===== src/rtl/stg_pkg.sv =====
package stg_pkg;

   // Timing variant actually in force after decoding the mode pins.
   typedef enum logic [1:0] {
      TM_NARROW = 2'd0,
      TM_WIDE   = 2'd1,
      TM_LEGACY = 2'd2
   } tmode_e;

   // Legacy timing wins over the wide/narrow select.
   function automatic tmode_e pick_mode(input logic wide, input logic legacy);
      if (legacy) return TM_LEGACY;
      if (wide)   return TM_WIDE;
      return TM_NARROW;
   endfunction

   function automatic int unsigned umax(input int unsigned a, input int unsigned b);
      return (a > b) ? a : b;
   endfunction

endpackage


===== src/rtl/stg_slot_len.sv =====
// Length (in master clocks) of the slot currently being served.
module stg_slot_len
   import stg_pkg::*;
#(
   parameter int unsigned HSLOT_W         = 8,
   parameter int unsigned CYC_W           = 5,
   parameter int unsigned SLOT_LEN_WIDE   = 8,
   parameter int unsigned SLOT_LEN_NARROW = 10,
   parameter int unsigned HSYNC_FIRST     = 230,
   parameter int unsigned HSYNC_SLOTS     = 17,
   parameter int unsigned SYNC_LEN_EVEN   = 19,
   parameter int unsigned SYNC_LEN_ODD    = 20
) (
   input  tmode_e              mode,
   input  logic [HSLOT_W-1:0]  hslot,
   output logic [CYC_W-1:0]    slot_len
);

   localparam logic [CYC_W-1:0] LEN_W = SLOT_LEN_WIDE[CYC_W-1:0];
   localparam logic [CYC_W-1:0] LEN_N = SLOT_LEN_NARROW[CYC_W-1:0];

   logic [CYC_W-1:0] wide_len;

   generate
      if (HSYNC_SLOTS > 0) begin : g_sync_rom
         localparam int unsigned IDX_W = (HSYNC_SLOTS > 1) ? $clog2(HSYNC_SLOTS) : 1;
         localparam logic [HSLOT_W-1:0] WIN_BASE = HSYNC_FIRST[HSLOT_W-1:0];
         localparam logic [HSLOT_W:0]   WIN_CNT  = HSYNC_SLOTS[HSLOT_W:0];

         logic [CYC_W-1:0]   rom [HSYNC_SLOTS];
         logic [HSLOT_W-1:0] off;
         logic               in_win;

         // Constant table, one entry per sync-window slot.
         for (genvar i = 0; i < HSYNC_SLOTS; i++) begin : g_entry
            if ((i % 2) == 0) begin : g_even
               assign rom[i] = SYNC_LEN_EVEN[CYC_W-1:0];
            end else begin : g_odd
               assign rom[i] = SYNC_LEN_ODD[CYC_W-1:0];
            end
         end

         assign off    = hslot - WIN_BASE;
         assign in_win = ({1'b0, off} < WIN_CNT);

         always_comb begin
            wide_len = LEN_W;
            if (in_win) wide_len = rom[off[IDX_W-1:0]];
         end
      end else begin : g_no_sync
         assign wide_len = LEN_W;
      end
   endgenerate

   always_comb begin
      unique case (mode)
         TM_WIDE: slot_len = wide_len;
         default: slot_len = LEN_N;
      endcase
   end

endmodule


===== src/rtl/stg_cycle_timer.sv =====
// Counts master clocks inside the slot; fires slot_adv on the last one.
module stg_cycle_timer #(
   parameter int unsigned CYC_W = 5
) (
   input  logic             clk,
   input  logic             rst,
   input  logic [CYC_W-1:0] slot_len,
   output logic             slot_adv
);

   logic [CYC_W-1:0] cyc;
   logic [CYC_W-1:0] last_cyc;

   assign last_cyc = slot_len - 1'b1;
   // ">=" keeps the timer from running away if the length shrinks mid-slot.
   assign slot_adv = (cyc >= last_cyc);

   always_ff @(posedge clk) begin
      if (rst) begin
         cyc <= '0;
      end else if (slot_adv) begin
         cyc <= '0;
      end else begin
         cyc <= cyc + 1'b1;
      end
   end

endmodule


===== src/rtl/stg_hcount.sv =====
// Horizontal slot counter with optional skip and blank flag.
module stg_hcount
   import stg_pkg::*;
#(
   parameter int unsigned HSLOT_W       = 8,
   parameter int unsigned JUMP_FROM     = 182,
   parameter int unsigned JUMP_TO       = 229,
   parameter int unsigned HBLANK_WIDE   = 178,
   parameter int unsigned HBLANK_NARROW = 233
) (
   input  logic               clk,
   input  logic               rst,
   input  tmode_e             mode,
   input  logic               slot_adv,
   output logic [HSLOT_W-1:0] hslot,
   output logic [HSLOT_W-1:0] hslot_nxt,
   output logic               hblank
);

   localparam logic [HSLOT_W-1:0] HB_W = HBLANK_WIDE[HSLOT_W-1:0];
   localparam logic [HSLOT_W-1:0] HB_N = HBLANK_NARROW[HSLOT_W-1:0];

   logic [HSLOT_W-1:0] hb_first;
   logic [HSLOT_W-1:0] linear_nxt;

   assign linear_nxt = hslot + 1'b1;

   generate
      if (JUMP_TO == JUMP_FROM + 1) begin : g_linear
         assign hslot_nxt = linear_nxt;
      end else begin : g_skip
         localparam logic [HSLOT_W-1:0] J_FROM = JUMP_FROM[HSLOT_W-1:0];
         localparam logic [HSLOT_W-1:0] J_TO   = JUMP_TO[HSLOT_W-1:0];
         always_comb begin
            hslot_nxt = linear_nxt;
            if ((mode == TM_WIDE) && (hslot == J_FROM)) hslot_nxt = J_TO;
         end
      end
   endgenerate

   assign hb_first = (mode == TM_WIDE) ? HB_W : HB_N;

   always_ff @(posedge clk) begin
      if (rst) begin
         hslot  <= '0;
         hblank <= 1'b0;
      end else if (slot_adv) begin
         hslot  <= hslot_nxt;
         hblank <= (hslot_nxt >= hb_first);
      end
   end

endmodule


===== src/rtl/stg_vcount.sv =====
// Vertical line counter, vertical blank, frame and interrupt strobes.
module stg_vcount
   import stg_pkg::*;
#(
   parameter int unsigned HSLOT_W      = 8,
   parameter int unsigned VCNT_W       = 9,
   parameter int unsigned LC_WIDE      = 165,
   parameter int unsigned LC_NARROW    = 133,
   parameter int unsigned LC_LEGACY    = 249,
   parameter int unsigned VB_OFFSET    = 2,
   parameter int unsigned LINES_TOTAL  = 262,
   parameter int unsigned ACTIVE_LINES = 224
) (
   input  logic               clk,
   input  logic               rst,
   input  tmode_e             mode,
   input  logic               vint_en,
   input  logic               slot_adv,
   input  logic [HSLOT_W-1:0] hslot_nxt,
   output logic [VCNT_W-1:0]  vcounter,
   output logic               vblank,
   output logic               line_change,
   output logic               frame_start,
   output logic               vint_irq
);

   localparam logic [HSLOT_W-1:0] LCW   = LC_WIDE[HSLOT_W-1:0];
   localparam logic [HSLOT_W-1:0] LCN   = LC_NARROW[HSLOT_W-1:0];
   localparam logic [HSLOT_W-1:0] LCL   = LC_LEGACY[HSLOT_W-1:0];
   localparam logic [HSLOT_W-1:0] VBW   = LCW + VB_OFFSET[HSLOT_W-1:0];
   localparam logic [HSLOT_W-1:0] VBN   = LCN + VB_OFFSET[HSLOT_W-1:0];
   localparam logic [HSLOT_W-1:0] VBL   = LCL + VB_OFFSET[HSLOT_W-1:0];
   localparam logic [VCNT_W-1:0]  V_LST = VCNT_W'(LINES_TOTAL - 1);
   localparam logic [VCNT_W-1:0]  V_ACT = VCNT_W'(ACTIVE_LINES);
   localparam logic [VCNT_W-1:0]  V_INT_NAT = VCNT_W'(ACTIVE_LINES);
   localparam logic [VCNT_W-1:0]  V_INT_LEG = VCNT_W'(ACTIVE_LINES + 1);

   logic [HSLOT_W-1:0] lc_slot;
   logic [HSLOT_W-1:0] vb_slot;
   logic [VCNT_W-1:0]  vint_line;
   logic               at_lc;
   logic               at_vb;

   always_comb begin
      unique case (mode)
         TM_WIDE: begin
            lc_slot   = LCW;
            vb_slot   = VBW;
            vint_line = V_INT_NAT;
         end
         TM_LEGACY: begin
            lc_slot   = LCL;
            vb_slot   = VBL;
            vint_line = V_INT_LEG;
         end
         default: begin
            lc_slot   = LCN;
            vb_slot   = VBN;
            vint_line = V_INT_NAT;
         end
      endcase
   end

   assign at_lc = slot_adv && (hslot_nxt == lc_slot);
   assign at_vb = slot_adv && (hslot_nxt == vb_slot);

   always_ff @(posedge clk) begin
      if (rst) begin
         vcounter    <= '0;
         vblank      <= 1'b0;
         line_change <= 1'b0;
         frame_start <= 1'b0;
         vint_irq    <= 1'b0;
      end else begin
         line_change <= at_lc;
         frame_start <= at_lc && (vcounter == V_LST);
         vint_irq    <= 1'b0;
         if (at_lc) begin
            vcounter <= (vcounter == V_LST) ? '0 : vcounter + 1'b1;
         end
         // The line counter has already stepped by the time the offset slot arrives.
         if (at_vb) begin
            vblank   <= (vcounter >= V_ACT);
            vint_irq <= vint_en && (vcounter == vint_line);
         end
      end
   end

endmodule


===== src/rtl/scan_timing_gen.sv =====
module scan_timing_gen
   import stg_pkg::*;
#(
   parameter int unsigned HSLOT_W         = 8,
   parameter int unsigned VCNT_W          = 9,
   parameter int unsigned SLOT_LEN_WIDE   = 8,
   parameter int unsigned SLOT_LEN_NARROW = 10,
   parameter int unsigned SYNC_LEN_EVEN   = 19,
   parameter int unsigned SYNC_LEN_ODD    = 20,
   parameter int unsigned HSYNC_FIRST     = 230,
   parameter int unsigned HSYNC_SLOTS     = 17,
   parameter int unsigned JUMP_FROM       = 182,
   parameter int unsigned JUMP_TO         = 229,
   parameter int unsigned LC_WIDE         = 165,
   parameter int unsigned LC_NARROW       = 133,
   parameter int unsigned LC_LEGACY       = 249,
   parameter int unsigned VB_OFFSET       = 2,
   parameter int unsigned HBLANK_WIDE     = 178,
   parameter int unsigned HBLANK_NARROW   = 233,
   parameter int unsigned LINES_TOTAL     = 262,
   parameter int unsigned ACTIVE_LINES    = 224
) (
   input  logic               clk,
   input  logic               rst,
   input  logic               wide_mode,
   input  logic               legacy_mode,
   input  logic               vint_en,
   output logic [HSLOT_W-1:0] hslot,
   output logic [VCNT_W-1:0]  vcounter,
   output logic               hblank,
   output logic               vblank,
   output logic               line_change,
   output logic               frame_start,
   output logic               vint_irq
);

   localparam int unsigned MAX_LEN = umax(umax(SLOT_LEN_WIDE, SLOT_LEN_NARROW),
                                          umax(SYNC_LEN_EVEN, SYNC_LEN_ODD));
   localparam int unsigned CYC_W   = $clog2(MAX_LEN + 1);
   localparam int unsigned HSPAN   = 1 << HSLOT_W;

   // Elaboration-time parameter checks.
   generate
      if (SLOT_LEN_WIDE < 1 || SLOT_LEN_NARROW < 1 || SYNC_LEN_EVEN < 1 || SYNC_LEN_ODD < 1) begin : g_bad_len
         $error("slot lengths must be at least one clock");
      end
      if (JUMP_FROM >= JUMP_TO || JUMP_TO >= HSPAN) begin : g_bad_jump
         $error("slot skip must go forward inside the counter range");
      end
      if (HSYNC_SLOTS > 0 && (HSYNC_FIRST < JUMP_TO || HSYNC_FIRST + HSYNC_SLOTS > HSPAN)) begin : g_bad_sync
         $error("sync window must lie in the post-skip slot range");
      end
      if (LC_WIDE + VB_OFFSET >= HSPAN || LC_NARROW + VB_OFFSET >= HSPAN || LC_LEGACY + VB_OFFSET >= HSPAN) begin : g_bad_lc
         $error("line change slot plus blank offset exceeds slot range");
      end
      if (VB_OFFSET == 0) begin : g_bad_vbo
         $error("blank offset must be non-zero");
      end
      if (ACTIVE_LINES + 1 >= LINES_TOTAL || LINES_TOTAL > (1 << VCNT_W)) begin : g_bad_lines
         $error("line counts do not fit the vertical counter");
      end
   endgenerate

   tmode_e             mode;
   logic [CYC_W-1:0]   slot_len;
   logic               slot_adv;
   logic [HSLOT_W-1:0] hslot_nxt;

   assign mode = pick_mode(wide_mode, legacy_mode);

   stg_slot_len #(
      .HSLOT_W        (HSLOT_W),
      .CYC_W          (CYC_W),
      .SLOT_LEN_WIDE  (SLOT_LEN_WIDE),
      .SLOT_LEN_NARROW(SLOT_LEN_NARROW),
      .HSYNC_FIRST    (HSYNC_FIRST),
      .HSYNC_SLOTS    (HSYNC_SLOTS),
      .SYNC_LEN_EVEN  (SYNC_LEN_EVEN),
      .SYNC_LEN_ODD   (SYNC_LEN_ODD)
   ) u_len (
      .mode    (mode),
      .hslot   (hslot),
      .slot_len(slot_len)
   );

   stg_cycle_timer #(
      .CYC_W(CYC_W)
   ) u_timer (
      .clk     (clk),
      .rst     (rst),
      .slot_len(slot_len),
      .slot_adv(slot_adv)
   );

   stg_hcount #(
      .HSLOT_W      (HSLOT_W),
      .JUMP_FROM    (JUMP_FROM),
      .JUMP_TO      (JUMP_TO),
      .HBLANK_WIDE  (HBLANK_WIDE),
      .HBLANK_NARROW(HBLANK_NARROW)
   ) u_h (
      .clk      (clk),
      .rst      (rst),
      .mode     (mode),
      .slot_adv (slot_adv),
      .hslot    (hslot),
      .hslot_nxt(hslot_nxt),
      .hblank   (hblank)
   );

   stg_vcount #(
      .HSLOT_W     (HSLOT_W),
      .VCNT_W      (VCNT_W),
      .LC_WIDE     (LC_WIDE),
      .LC_NARROW   (LC_NARROW),
      .LC_LEGACY   (LC_LEGACY),
      .VB_OFFSET   (VB_OFFSET),
      .LINES_TOTAL (LINES_TOTAL),
      .ACTIVE_LINES(ACTIVE_LINES)
   ) u_v (
      .clk        (clk),
      .rst        (rst),
      .mode       (mode),
      .vint_en    (vint_en),
      .slot_adv   (slot_adv),
      .hslot_nxt  (hslot_nxt),
      .vcounter   (vcounter),
      .vblank     (vblank),
      .line_change(line_change),
      .frame_start(frame_start),
      .vint_irq   (vint_irq)
   );

endmodule


===== config.mk =====
export PLATFORM = sky130hd
export DESIGN_NAME = scan_timing_gen
export DESIGN_NICKNAME = d
export VERILOG_FILES = /design/src/rtl/stg_pkg.sv /design/src/rtl/stg_slot_len.sv /design/src/rtl/stg_cycle_timer.sv /design/src/rtl/stg_hcount.sv /design/src/rtl/stg_vcount.sv /design/src/rtl/scan_timing_gen.sv
export SDC_FILE = /design/constraint.sdc
export NUM_CORES = 1
export LEC_CHECK = 0
export ABC_AREA = 0
export BUFFER_PORTS_ARGS = -buffer_cell sky130_fd_sc_hd__buf_2
export CELL_PAD_IN_SITES_DETAIL_PLACEMENT = 1
export CELL_PAD_IN_SITES_GLOBAL_PLACEMENT = 2
export CORE_MARGIN = 1.5
export CORE_UTILIZATION = 37
export CTS_CLUSTER_DIAMETER = 50
export CTS_CLUSTER_SIZE = 16
export DETAILED_ROUTE_END_ITERATION = 12
export PLACE_DENSITY_LB_ADDON = 0.1
export SLEW_MARGIN = 20
export SYNTH_ARGS = -nofsm -noshare
export SYNTH_HDL_FRONTEND = slang
export SYNTH_SLANG_ARGS = --single-unit

===== constraint.sdc =====
create_clock -name clk -period 6.5 [get_ports clk]
set_clock_uncertainty 0.05 [all_clocks]
set_input_delay 0.325 -clock clk [delete_from_list [all_inputs] [get_ports clk]]
set_output_delay 0.325 -clock clk [all_outputs]
set_load 0.02 [all_outputs]

* Yosys cells after proc, flatten, opt, wreduce, memory -nomap -nowiden
Memory sizes are Yosys's and may differ from the RTL's. Index checks and enable logic that the tools add are counted.
Word-level totals: bits in writable memories 0, memories 1, bits in read-only memories 160, output and inout bits 22, input bits 5, bits in latches 0, register bits after elaboration 27
Cells by class: order comparisons 5, mux-type cells 17, multiply operators 0, divide/modulo/power cells 0, bitwise operators 2, equal/unequal tests 7, reductions and logical operators 7, shift operators 0, $add $sub $neg 5
Memories:
- (name not given) | depth 32, bits a word 5, rd ports 1, clocked after Yosys merged registers in 0, write ports 0, line stg_slot_len.sv:48 | if (in_win) wide_len = rom[off[IDX_W-1:0]];
Operator list (count):
- case mux 7 bit (2 select lines) | 2
- two-way mux 5 bit | 4
- equality test 8 bit | 2
- adder 9 x 1 -> 9 bit (second input constant) | 1
- equality test 9 x 8 -> 1 bit | 1
- equality test 9 bit (second input constant) | 1
- >= comparator 9 x 8 -> 1 bit (second input constant) | 1
- two-way mux 9 bit | 1
- adder 8 x 1 -> 8 bit (second input constant) | 1
- equality test 8 bit (second input constant) | 1
- >= comparator 8 bit | 1
- < comparator 8 x 5 -> 1 bit (second input constant) | 1
- two-way mux 2 bit | 4
- two-way mux 8 bit | 1
- subtractor 8 bit (second input constant) | 1
- two-way mux 7 bit | 1
- >= comparator 6 bit (second input constant) | 1
- inverter 5 -> 6 bit | 1
- adder 5 x 1 -> 5 bit (second input constant) | 1
- >= comparator 5 bit | 1
- logical AND 1 bit | 5
- subtractor 5 x 1 -> 5 bit (second input constant) | 1
- two-way mux 1 bit | 4
- OR reduction 2 bit | 2
- other kinds (3) | 3

* Longest topological paths before layout
Gate-level depths: netlist of the first run.
depth in word-level cells 12, mapped depth 16, gate-level depth less buffers 15

* By module
Synthesis of the first run repeated with hierarchy kept, for this count alone.
Second synthesis, totals: cells, all modules 241, area total of the unflattened synthesis 2118.3 sq um
Modules (own cells, without submodules):
- stg_vcount | instances 1, area an instance 828.3 sq um, cells an instance 89
- stg_hcount | instances 1, area an instance 723.2 sq um, cells an instance 86
- stg_cycle_timer | instances 1, area an instance 371.6 sq um, cells an instance 41
- stg_slot_len | instances 1, area an instance 181.4 sq um, cells an instance 24
- scan_timing_gen | instances 1, area an instance 13.8 sq um, cells an instance 1

* Worst setup path after synthesis of the first run
Ideal clock, no wire load.
kind reg2reg, from reg u_h.hslot[1], to reg u_h.hslot[2], library setup time 91 ps, period minus slack after synthesis 3491 ps, cell stages (with the launch flop) 14, data arrival time 3350 ps, path slack 3009 ps, path buffers 1, cell sequence dfxtp_1 > ha_1 > nand2b_1 > o311ai_0 > o211ai_1 > or3_1 > a21o_2 > ha_1 > nand2b_1 > a31oi_1 > o21ai_0 > clkbuf_1 > a21oi_1 > a311oi_1
Between the ends: longest elaborated chain between the ends 9
RTL lines:
- start: declaration | line stg_hcount.sv:15 | output logic [HSLOT_W-1:0] hslot,
- start signal: assignment | line stg_hcount.sv:48 | hslot <= hslot_nxt;
- subtractor 8 bit | line stg_slot_len.sv:43 | assign off = hslot - WIN_BASE;
- inverter 5 -> 6 bit (not written as such) | line stg_slot_len.sv:48
- memory read (32 x 5 bit)
- two-way mux 5 bit (not written as such) (2 in series) | line stg_slot_len.sv:48
- two-way mux 5 bit | line stg_slot_len.sv:48
- two-way mux 5 bit | line stg_slot_len.sv:56 | unique case (mode)
- subtractor 5 x 1 -> 5 bit | line stg_cycle_timer.sv:14 | assign last_cyc = slot_len - 1'b1;
- >= comparator 5 bit | line stg_cycle_timer.sv:16 | assign slot_adv = (cyc >= last_cyc);
Parallel ways exist; a longest one is shown, timed or not. The select of a mux whose other input is x is not followed. A chain may end at the register's enable or synchronous reset.

* Worst setup path after layout of the first run
from reg u_h.hslot[2], to reg u_v.vcounter[1]
Between the ends: longest elaborated chain between the ends 10
RTL lines:
- subtractor 8 bit | line stg_slot_len.sv:43
- inverter 5 -> 6 bit (not written as such) | line stg_slot_len.sv:48
- memory read (32 x 5 bit)
- two-way mux 5 bit (not written as such) (2 in series) | line stg_slot_len.sv:48
- two-way mux 5 bit | line stg_slot_len.sv:48
- two-way mux 5 bit | line stg_slot_len.sv:56
- subtractor 5 x 1 -> 5 bit | line stg_cycle_timer.sv:14
- >= comparator 5 bit | line stg_cycle_timer.sv:16
- logical AND 1 bit * | line stg_vcount.sv:64 | assign at_lc = slot_adv && (hslot_nxt == lc_slot);
- end signal: assignment | line stg_vcount.sv:79 | vcounter <= (vcounter == V_LST) ? '0 : vcounter + 1'b1;
- end: declaration | line stg_vcount.sv:20 | output logic [VCNT_W-1:0] vcounter,
Mark *: on every way between the ends. The rest lies on a longest branch, timed or not. The select of a mux whose other input is x is not followed.

==> flow_summary_export.csv, run 1 <==
group,metric,value,unit
critical_path,critPathRequiredTime,6.62,ns
logic_synthesis,synth_edf_count,0,
drt,drt-initial-drc-count,64,
placement,hpwl,3671,microns
logic_synthesis,syn_area_per_cell,8.532,sq um
timing,fmax,0.2630,GHz
logic_synthesis,ys_types,55,
clock_network,cts_resized,0,
clock_network,clock_sinks,27,
cells_and_area,finalInstanceArea,2145,sq um
critical_path,start_kind,"flip-flop",
critical_path,worst_r2r_path_depth,14,
critical_path,crit_chain,"ha_1 -> nand2b_1 -> o311ai_0 -> o211ai_1 -> or3_1 -> a21o_2 -> ha_1 -> nand2b_1 -> a31oi_1 -> o21ai_0 -> buf_4 -> o21a_1 -> nand2_1 -> mux2i_1",
critical_path,cp_slowest_cell,"dfxtp_1",
clock_network,numCtsBuffers,3,
clock_network,hold_buffers,0,
critical_path,max_stage_delay,0.52,ns
global_route,grt.overflow.total,0,
drt,drc,0,
drt,num_vias,1664,
logic_synthesis,yosys_most_used_dff,"dfxtp_1",
timing,max_slew_margin,56.12,%
worst_hold_path,hold_path.class,"in -> reg",
timing,timing.final.crit_period,3.803,ns
timing,hold_viol,0,
critical_path,cp_max_fo,15,
floorplan,ios,27,
worst_hold_path,hp-start,"vint_en",
timing,setup_tns,0,ns
job,drv_cap,0,
floorplan,die_w,75.35,microns
critical_path,cp_top_family,"compound AO/OA/AOI/OAI gates",
placement,place_area,2095,sq um
logic_synthesis,async_flop_share,0,%
critical_path,regToRegEndpoint,"u_v.vcounter[1]$_SDFFE_PP0P_",
pwr,powerDensity,148.2,nW/um^2
clock_network,htree_levels,1,
drt,dr.pass1.iters,4,
critical_path,path_class,"reg -> reg",
timing,worst_pin_slew,0.6582,ns
global_route,grt_pass1_vias,1634,
logic_synthesis,synthesis.nets,250,
floorplan,die_h,75.35,microns
floorplan,core_area,5075,sq um
logic_synthesis,syn-cell-area,1937,sq um
critical_path,end_kind,"flip-flop",
worst_hold_path,whs_path_depth,3,
critical_path,worst-path-stages,14,
pwr,power_leakage,0.9359,nW
global_route,grt_pass1_wl,8204,microns
worst_hold_path,hold_end,"u_v.vint_irq$_SDFF_PP0_",
critical_path,r2r-start,"u_h.hslot[2]$_SDFFE_PP0P_",
global_route,grt_max_degree,31,
timing,maxSlewViolCount,0,
drt,routed_via_density,5.266,
floorplan,initial_core_util,38.17,%
logic_synthesis,syn_inst,227,
clock_network,clock_latency,0.28,ns
critical_path,critPathBufInv,1,
clock_network,tritoncts,"built",
timing,rsz0062_at_grt,"false",
outcome,status,"completed",
cells_and_area,layout-drive-gt1-share,17.89,%
pwr,ir_worst_vdd,0.00007369,V
floorplan,rows,26,
timing,setup_viol,0,
cells_and_area,syn2layout_area_growth,10.72,%
global_route,antenna_found_initial,0,
drt,routedWlPerCell,15.32,microns
clock_network,post_cts_buffers,0,
clock_network,cts.clk_slew.worst_paths,0.10,ns
clock_network,cts-root-buf,"clkbuf_8",
cells_and_area,nets,270,
placement,portBuffers,26,
logic_synthesis,synth_seq_cells,27,
global_route,grt.total_usage,18.80,%
logic_synthesis,synth_warnings,0,
logic_synthesis,ys_seq_area_share,27.91,%
drt,antenna_left,0,
cells_and_area,diodes,0,
floorplan,design.die.area,5678,sq um
drt,drt-total-wl,4842,microns
timing,period_share,58.51,%
critical_path,rrSetupSlack,2.70,ns
placement,globalplace.congestion,0.7615,
clock_network,clockBufferDepth,2,
critical_path,worstPathArrival,3.92,ns
## synth_stat cells, types with 2 or more instances
master | instances | area, sq um
o31ai_1 | 3 | 22.52
o2bb2ai_1 | 2 | 17.52
mux2i_1 | 10 | 100.1
xor2_1 | 6 | 52.55
buf_6 | 2 | 22.52
o211ai_1 | 5 | 37.54
a311o_1 | 2 | 20.02
inv_1 | 12 | 45.04
a21oi_1 | 5 | 25.02
nand3_1 | 7 | 35.03
a31oi_1 | 3 | 18.77
and4_1 | 3 | 26.28
nor4_1 | 2 | 12.51
nand4_1 | 6 | 37.54
ha_1 | 18 | 225.2
nor2_1 | 26 | 97.59
o21ai_0 | 6 | 30.03
xnor2_1 | 7 | 61.31
nor3b_1 | 2 | 15.01
nor2b_1 | 2 | 12.51
buf_2 | 6 | 30.03
dfxtp_1 | 27 | 540.5
or3_1 | 4 | 25.02
and3_1 | 4 | 25.02
nand2_1 | 9 | 33.78
nor3_1 | 5 | 25.02
clkbuf_1 | 4 | 15.01
nand2b_1 | 9 | 56.30
and2b_1 | 3 | 22.52
a21o_1 | 2 | 15.01
## worst max-delay path by stage
stage          slack [ns]                           end                       from
6_report             2.70  u_v.vcounter[1]$_SDFFE_PP0P_  u_h.hslot[2]$_SDFFE_PP0P_
4_1_cts              2.67  u_v.vcounter[1]$_SDFFE_PP0P_  u_h.hslot[2]$_SDFFE_PP0P_
3_5_place_dp         2.68    u_v.frame_start$_SDFF_PP0_  u_h.hslot[2]$_SDFFE_PP0P_
3_3_place_gp         2.81  u_v.vcounter[1]$_SDFFE_PP0P_  u_h.hslot[2]$_SDFFE_PP0P_
5_1_grt              2.37    u_v.frame_start$_SDFF_PP0_  u_h.hslot[2]$_SDFFE_PP0P_
2_1_floorplan        3.01     u_h.hslot[2]$_SDFFE_PP0P_  u_h.hslot[1]$_SDFFE_PP0P_
## power breakdown
part           internal [W]  total [W]  switching, W
registers          0.000169   0.000174    0.00000501
clock network     0.0000451   0.000104     0.0000590
logic             0.0000163  0.0000400     0.0000237
## worst register-to-register path, stage by stage (launching register included)
cell	delay, ns
dfxtp_1	0.52
ha_1	0.30
nand2b_1	0.17
o311ai_0	0.31
o211ai_1	0.15
or3_1	0.39
a21o_2	0.20
ha_1	0.26
nand2b_1	0.09
a31oi_1	0.08
o21ai_0	0.16
buf_4	0.23
o21a_1	0.38
nand2_1	0.23
mux2i_1	0.18
## logic make-up after synthesis
| logic type | Yosys count | synth area share, % |
|---|---|---|
| buffers and inverters | 24 | 5.814 |
| flip-flops | 27 | 27.91 |
| XOR/XNOR | 13 | 5.879 |
| adder cells (fa/ha/maj) | 18 | 11.63 |
| AO/OA/AOI/OAI | 41 | 15.44 |
| AND/OR/NAND/NOR | 94 | 28.16 |
| multiplexers | 10 | 5.168 |
## registers in the layout (all words and copies together), names as in the netlist
register,cells
u_h.hblank,1
u_h.hslot,8
u_timer.cyc,5
u_v.frame_start,1
u_v.line_change,1
u_v.vblank,1
u_v.vcounter,9
u_v.vint_irq,1
## cell usage in the layout, fill, tap and decap left out, drive strengths merged, types with 3 or more instances in the layout
cell and n:
a31oi 3, clkbuf 3, nor3 5, nor4 3, o21ai 6, and3 5
a21oi 6, nor2 26, xor2 6, nand4 7, xnor2 7, mux2i 10
and4 3, inv 13, ha 18, nand2b 10, a21o 3, or3 4
nand2 9, buf 27, nand3 8, dfxtp 27, o31ai 3, and2b 3
o211ai 5
## stage by stage
stage	util [%]	setup WS, ns	hold slack [ns]	power [W]	std cells
2_1_floorplan	-	3.009	0.3797	0.0002054	227
3_3_place_gp	41.27	2.806	0.3968	0.0002170	312
3_5_place_dp	41.27	2.683	0.4110	0.0002184	312
4_1_cts	42.26	2.669	0.2804	0.0003227	316
5_1_grt	42.26	2.373	0.2943	0.0003363	316
6_report	42.26	2.697	0.2824	0.0003178	316
## area by class of cell
cell class	instances	area, sq um
Inverter	12	45.04
Fill cell	640	2930
Multi-Input combinational cell	176	1284
Timing Repair Buffer	27	137.6
Sequential cell	27	540.5
Clock buffer	3	41.29
Clock inverter	1	8.758
Tap cell	70	87.58
## layer usage
layer	wire [microns]	vias up	GRT usage, %
met2	2300	16	30.80
met3	101	4	2.513
li1	-	852	-
met4	38	0	5.159
met5	0	-	0
met1	2401	792	26.04
No activity file was read; power rests on OpenSTA's default activity.
==> inputs of run 2 (changes only) <==
--- a/config.mk
+++ b/config.mk
@@ -10,7 +10,7 @@
 export CELL_PAD_IN_SITES_DETAIL_PLACEMENT = 1
 export CELL_PAD_IN_SITES_GLOBAL_PLACEMENT = 2
 export CORE_MARGIN = 1.5
-export CORE_UTILIZATION = 37
+export CORE_UTILIZATION = 34
 export CTS_CLUSTER_DIAMETER = 50
 export CTS_CLUSTER_SIZE = 16
 export DETAILED_ROUTE_END_ITERATION = 12
==> constraint.sdc (replaced) <==
create_clock -name clk -period 3.6 [get_ports clk]
set_clock_uncertainty 0.05 [all_clocks]
set_input_delay 0.18 -clock clk [delete_from_list [all_inputs] [get_ports clk]]
set_output_delay 0.18 -clock clk [all_outputs]
set_load 0.02 [all_outputs]
==> run 2 against run 1 <==
  * Die area grew 8.5%
  * Combinational power increased by 99%
  * Worst hold slack got worse by 0.13 ns
  * Flip-flop and latch count unchanged
  * Critical path depth decreased by 1
  * Non-clock buffer count up 7
  * Global-route usage is 1.5 points lower
  * Clock power is 71% higher
  * Sequential share of layout area shrank 0.70 points
  * Maximum frequency up 13%
  * Worst setup slack lost 2.5 ns
  * Final cell count rose by 2.8%
==> flow_summary_export.csv, run 2 (synthesis gave the netlist of run 1 again) <==
group,metric,value,unit
drt,wl_met3,109,microns
cells_and_area,diodes,0,
critical_path,cp_max_fo,5,
timing,timing.final.crit_period,3.372,ns
timing,fmax,0.2965,GHz
drt,drt-initial-drc-count,59,
pwr,power_leakage,0.9731,nW
critical_path,worstPathArrival,3.52,ns
drt,routed_via_density,5.351,
cells_and_area,top_regs,"u_v.vcounter x9, u_h.hslot x8, u_timer.cyc x5",
cells_and_area,layout_commonest_cell,"dfxtp_1",
worst_hold_path,hold_path.class,"in -> reg",
global_route,grt_pass1_wl,8473,microns
clock_network,clockBufferDepth,2,
drt,num_vias,1739,
cells_and_area,layout-drive-gt1-share,21.34,%
critical_path,start_kind,"flip-flop",
cells_and_area,regArea,540.5,sq um
clock_network,cts-root-buf,"clkbuf_8",
clock_network,clock_latency,0.28,ns
drt,routed.top_layer,"met4",
drt,m1WireLength,2339,microns
floorplan,initial_core_util,35.17,%
floorplan,die_h,78.48,microns
timing,worst_pin_slew,0.6587,ns
drt,antenna_left,0,
drt,drc,0,
global_route,grt_max_degree,31,
cells_and_area,largest-register,"u_v.vcounter",
cells_and_area,multi_input_area,1295,sq um
clock_network,clock_sinks,27,
cells_and_area,fillers,680,
timing,rsz0062_at_grt,"false",
critical_path,critPathRequiredTime,3.75,ns
floorplan,die_w,78.48,microns
cells_and_area,final_cell_mix,"dfxtp_1, nor2_1, buf_2",
clock_network,htree_levels,1,
timing,hold_viol,0,
timing,maxSlewViolCount,0,
global_route,antenna_found_initial,0,
critical_path,end_kind,"flip-flop",
timing,setup_tns,0,ns
job,drv_cap,0,
cells_and_area,finalNonFillerCells,325,
cells_and_area,syn2layout_area_growth,13.89,%
pwr,powerDensity,257.1,nW/um^2
floorplan,design.die.area,6158,sq um
clock_network,tritoncts,"built",
drt,wl_met2,2485,microns
clock_network,cts.clk_slew.worst_paths,0.09,ns
floorplan,rows,27,
placement,globalplace.congestion,0.7855,
placement,portBuffers,26,
timing,period_share,93.67,%
critical_path,rrSetupSlack,0.23,ns
critical_path,path_class,"reg -> reg",
timing,setup_viol,0,
drt,dr.pass1.iters,4,
outcome,status,"completed",
clock_network,numCtsBuffers,3,
drt,routedWlPerCell,15.41,microns
global_route,grt.overflow.total,0,
pwr,ir_worst_vdd,0.0001203,V
cells_and_area,nets,277,
floorplan,ios,27,
placement,hpwl,3815,microns
floorplan,core_area,5507,sq um
cells_and_area,largest_reg_flops,9,
global_route,grt_pass1_vias,1742,
clock_network,hold_buffers,0,
drt,drt-total-wl,5009,microns
global_route,grt.total_usage,17.28,%
timing,max_slew_margin,56.09,%
placement,place_inst,320,
run 2: critical path: stages (launching register included):
cell	delay (ns)
dfxtp_1	0.32
ha_1	0.27
nand2b_1	0.15
o311ai_0	0.35
o211ai_1	0.17
or3_1	0.39
a21o_2	0.20
ha_1	0.25
nand2b_1	0.14
a31oi_1	0.19
o21ai_2	0.12
and2b_2	0.26
and3_2	0.21
a311oi_2	0.22
run 2: timing repair:
item                                    in CTS  in global routing
endpoints found under the hold margin        0                  0
endpoints found under the setup margin       0                 14
gates resized for setup                      0                  4
setup buffers                                0                  1
run 2: path summary, 6_finish.rpt:
| path | startpoint | end | cells past startpoint |
|---|---|---|---|
| worst max-delay path | u_h.hslot[1]$_SDFFE_PP0P_ | u_v.vblank$_SDFFE_PP0P_ | 13 |
| worst max register to register | u_h.hslot[1]$_SDFFE_PP0P_ | u_v.vblank$_SDFFE_PP0P_ | 13 |
| worst min register to register | u_timer.cyc[0]$_SDFF_PP0_ | u_timer.cyc[0]$_SDFF_PP0_ | 1 |
| worst min-delay path | vint_en | u_v.vint_irq$_SDFF_PP0_ | 3 |
run 2: routing by layer:
layer	up-vias	global-route usage [%]
met1	844	21.49
met3	8	1.744
met4	0	5.000
met2	22	31.30
li1	865	-
met5	-	0
run 2: power by group:
part	internal [W]	switching, W
Combinational	0.0000321	0.0000475
Sequential	0.000305	0.00000503
Clock	0.0000795	0.0000985
Total	0.000416	0.000151
run 2: through the flow:
stage / worst slack [ns] / total power (W) / utilization, % / hold WS, ns / area (sq um)
6_report: 0.2279 / 0.0005672 / 40.06 / 0.1522 / 2206
5_1_grt: 0.02951 / 0.0006082 / 40.06 / 0.1389 / 2206
4_1_cts: 0.02895 / 0.0005788 / 39.72 / 0.1457 / 2187
3_5_place_dp: 0.03502 / 0.0003965 / 38.90 / 0.4131 / 2142
3_3_place_gp: 0.1167 / 0.0003955 / 38.90 / 0.3978 / 2142
2_1_floorplan: 0.1092 / 0.0003708 / - / 0.2849 / 1937
run 2: layout make-up:
class | instances | area share (%)
Sequential cell | 27 | 24.50
Multi-Input combinational cell | 176 | 58.71
Timing Repair Buffer | 34 | 8.622
Inverter | 12 | 2.042
Tap cell | 72 | 4.084
Clock buffer | 4 | 2.042
==> inputs of run 3 (changes only) <==
--- a/config.mk
+++ b/config.mk
@@ -6,7 +6,7 @@
 export NUM_CORES = 1
 export LEC_CHECK = 0
 export ABC_AREA = 0
-export BUFFER_PORTS_ARGS = -buffer_cell sky130_fd_sc_hd__buf_2
+export BUFFER_PORTS_ARGS = -buffer_cell sky130_fd_sc_hd__buf_4
 export CELL_PAD_IN_SITES_DETAIL_PLACEMENT = 1
 export CELL_PAD_IN_SITES_GLOBAL_PLACEMENT = 2
 export CORE_MARGIN = 1.5
@@ -15,7 +15,6 @@
 export CTS_CLUSTER_SIZE = 16
 export DETAILED_ROUTE_END_ITERATION = 12
 export PLACE_DENSITY_LB_ADDON = 0.1
-export SLEW_MARGIN = 20
 export SYNTH_ARGS = -nofsm -noshare
 export SYNTH_HDL_FRONTEND = slang
 export SYNTH_SLANG_ARGS = --single-unit
==> run 3 against run 2 <==
  * Final cell count rose by 0.31%
  * Global-route usage up 0.50 points
  * Non-clock buffer count is 1 higher
  * Via count decreased by 2.0%
  * Sequential share of layout area is 0.79 points lower
  * Total power rose by 0.36%
  * Critical path depth stayed put
  * Worst hold slack gained 0.018 ns
  * Die area unchanged
  * Worst setup slack better by 0.046 ns
  * Cell area increased by 3.3%
  * Combinational power increased by 6.0%
==> flow_summary_export.csv, run 3 (synthesis gave the netlist of run 1 again) <==
group,metric,value,unit
global_route,grt.overflow.total,0,
clock_network,cts-root-buf,"clkbuf_8",
floorplan,ios,27,
clock_network,clock_sinks,27,
timing,maxSlewViolCount,0,
cells_and_area,syn2layout_area_growth,17.70,%
timing,setup_tns,0,ns
clock_network,htree_levels,1,
drt,routed_via_density,5.227,
cells_and_area,largest-register,"u_v.vcounter",
clock_network,clockBufferDepth,2,
drt,dr.pass1.iters,4,
cells_and_area,finalInstanceArea,2280,sq um
clock_network,clock_latency,0.27,ns
critical_path,cp_max_fo,5,
cells_and_area,multi_input_area,1296,sq um
timing,hold_slack,0.1703,ns
cells_and_area,final_cell_mix,"buf_4, dfxtp_1, nor2_1",
floorplan,rows,27,
global_route,grt.total_usage,17.78,%
placement,portBuffers,26,
timing,worst_pin_slew,0.6321,ns
pwr,power_leakage,0.9794,nW
cells_and_area,regArea,540.5,sq um
timing,fmax,0.3007,GHz
cells_and_area,nets,278,
critical_path,start_kind,"flip-flop",
pwr,power,0.0005692,W
floorplan,initial_core_util,35.17,%
timing,timing.final.crit_period,3.326,ns
global_route,antenna_found_initial,0,
cells_and_area,fillers,660,
cells_and_area,fin_util,41.40,%
cells_and_area,top_regs,"u_v.vcounter x9, u_h.hslot x8, u_timer.cyc x5",
drt,drc,0,
pwr,ir_worst_vdd,0.0001126,V
global_route,grt_max_degree,31,
drt,drt-initial-drc-count,38,
outcome,status,"completed",
floorplan,design.die.area,6158,sq um
cells_and_area,layout-drive-gt1-share,21.26,%
placement,hpwl,4052,microns
floorplan,core_area,5507,sq um
critical_path,worstPathArrival,3.47,ns
clock_network,post_cts_buffers,0,
critical_path,path_class,"reg -> reg",
drt,drt-total-wl,5097,microns
timing,rsz0062_at_grt,"false",
critical_path,end_kind,"flip-flop",
drt,routedWlPerCell,15.63,microns
timing,max_slew_margin,57.86,%
critical_path,critPathRequiredTime,3.74,ns
pwr,powerDensity,249.7,nW/um^2
drt,num_vias,1704,
cells_and_area,layout_commonest_cell,"buf_4",
floorplan,die_w,78.48,microns
placement,place_area,2222,sq um
cells_and_area,diodes,0,
floorplan,die_h,78.48,microns
timing,setup_viol,0,
drt,antenna_left,0,
cells_and_area,largest_reg_flops,9,
placement,globalplace.congestion,0.7810,
clock_network,tritoncts,"built",
clock_network,numCtsBuffers,3,
timing,period_share,92.38,%
job,drv_cap,0,
global_route,grt_pass1_vias,1771,
timing,hold_viol,0,
clock_network,cts.clk_slew.worst_paths,0.09,ns
worst_hold_path,hold_path.class,"in -> reg",
global_route,grt_pass1_wl,8673,microns
[run 3: cell types whose count changed in the layout (fill, tap and decap cells not counted)]
cell      change
buf_2        -26
buf_4        +27
nor3b_1       +1
nor3b_2       -1
o21a_2        -1
o21a_4        +1
o311ai_0      -1
o311ai_1      +1
[run 3: path summary, 6_finish.rpt]
path | start | to | slack [ns] | depth (start not counted)
worst max-delay path | u_h.hslot[1]$_SDFFE_PP0P_ | u_v.vblank$_SDFFE_PP0P_ | 0.27 | 13
worst min-delay path | vint_en | u_v.vint_irq$_SDFF_PP0_ | 0.17 | 3
worst max register to register | u_h.hslot[1]$_SDFFE_PP0P_ | u_v.vblank$_SDFFE_PP0P_ | 0.27 | 13
worst min register to register | u_timer.cyc[0]$_SDFF_PP0_ | u_timer.cyc[0]$_SDFF_PP0_ | 0.44 | 1
[run 3: stage by stage]
step                      instances  setup WS [ns]
final                           326         0.2742
after global routing            326        0.01899
after detailed placement        322        0.03792
after global placement          322         0.1506
after floorplan                 227         0.1092
after CTS                       326        0.04220
[run 3: metal layers]
| metal | GRT usage (%) | share of wire, % | vias to the layer above |
|---|---|---|---|
| met2 | 33.65 | 51 | 25 |
| met4 | 5.179 | 1.3 | 0 |
| met3 | 1.860 | 2.2 | 6 |
| met1 | 20.90 | 45 | 805 |
| li1 | - | - | 868 |
| met5 | 0 | 0 | - |
[run 3: critical path: stages, from the launching register on]
cell and delay [ns]:
dfxtp_1 0.32, ha_1 0.28, nand2b_1 0.17, o311ai_1 0.27, o211ai_1 0.15, or3_1 0.39
a21o_2 0.21, ha_1 0.25, nand2b_1 0.14, a31oi_1 0.20, o21ai_2 0.13, and2b_2 0.26
and3_2 0.21, a311oi_2 0.23
[run 3: layout make-up]
type / instances / share of cell area, %
timing repair buffer: 35 / 11.53
clock buffer: 4 / 1.976
sequential: 27 / 23.71
tap: 72 / 3.952
inverter: 12 / 1.976
multi-input combinational: 176 / 56.86
[run 3: power breakdown]
part	switching (W)	leakage [nW]	internal, W
logic	0.0000485	0.739	0.0000358
registers	0.00000576	0.218	0.000305
clock network	0.0000952	0.0228	0.0000794
total	0.000149	0.979	0.000420
[run 3: repair_timing]
item                                    in CTS  in global routing
endpoints found under the setup margin       0                 21
hold buffers                                 0                  0
hold endpoints to repair                     0                  0
resized for setup                            0                  5
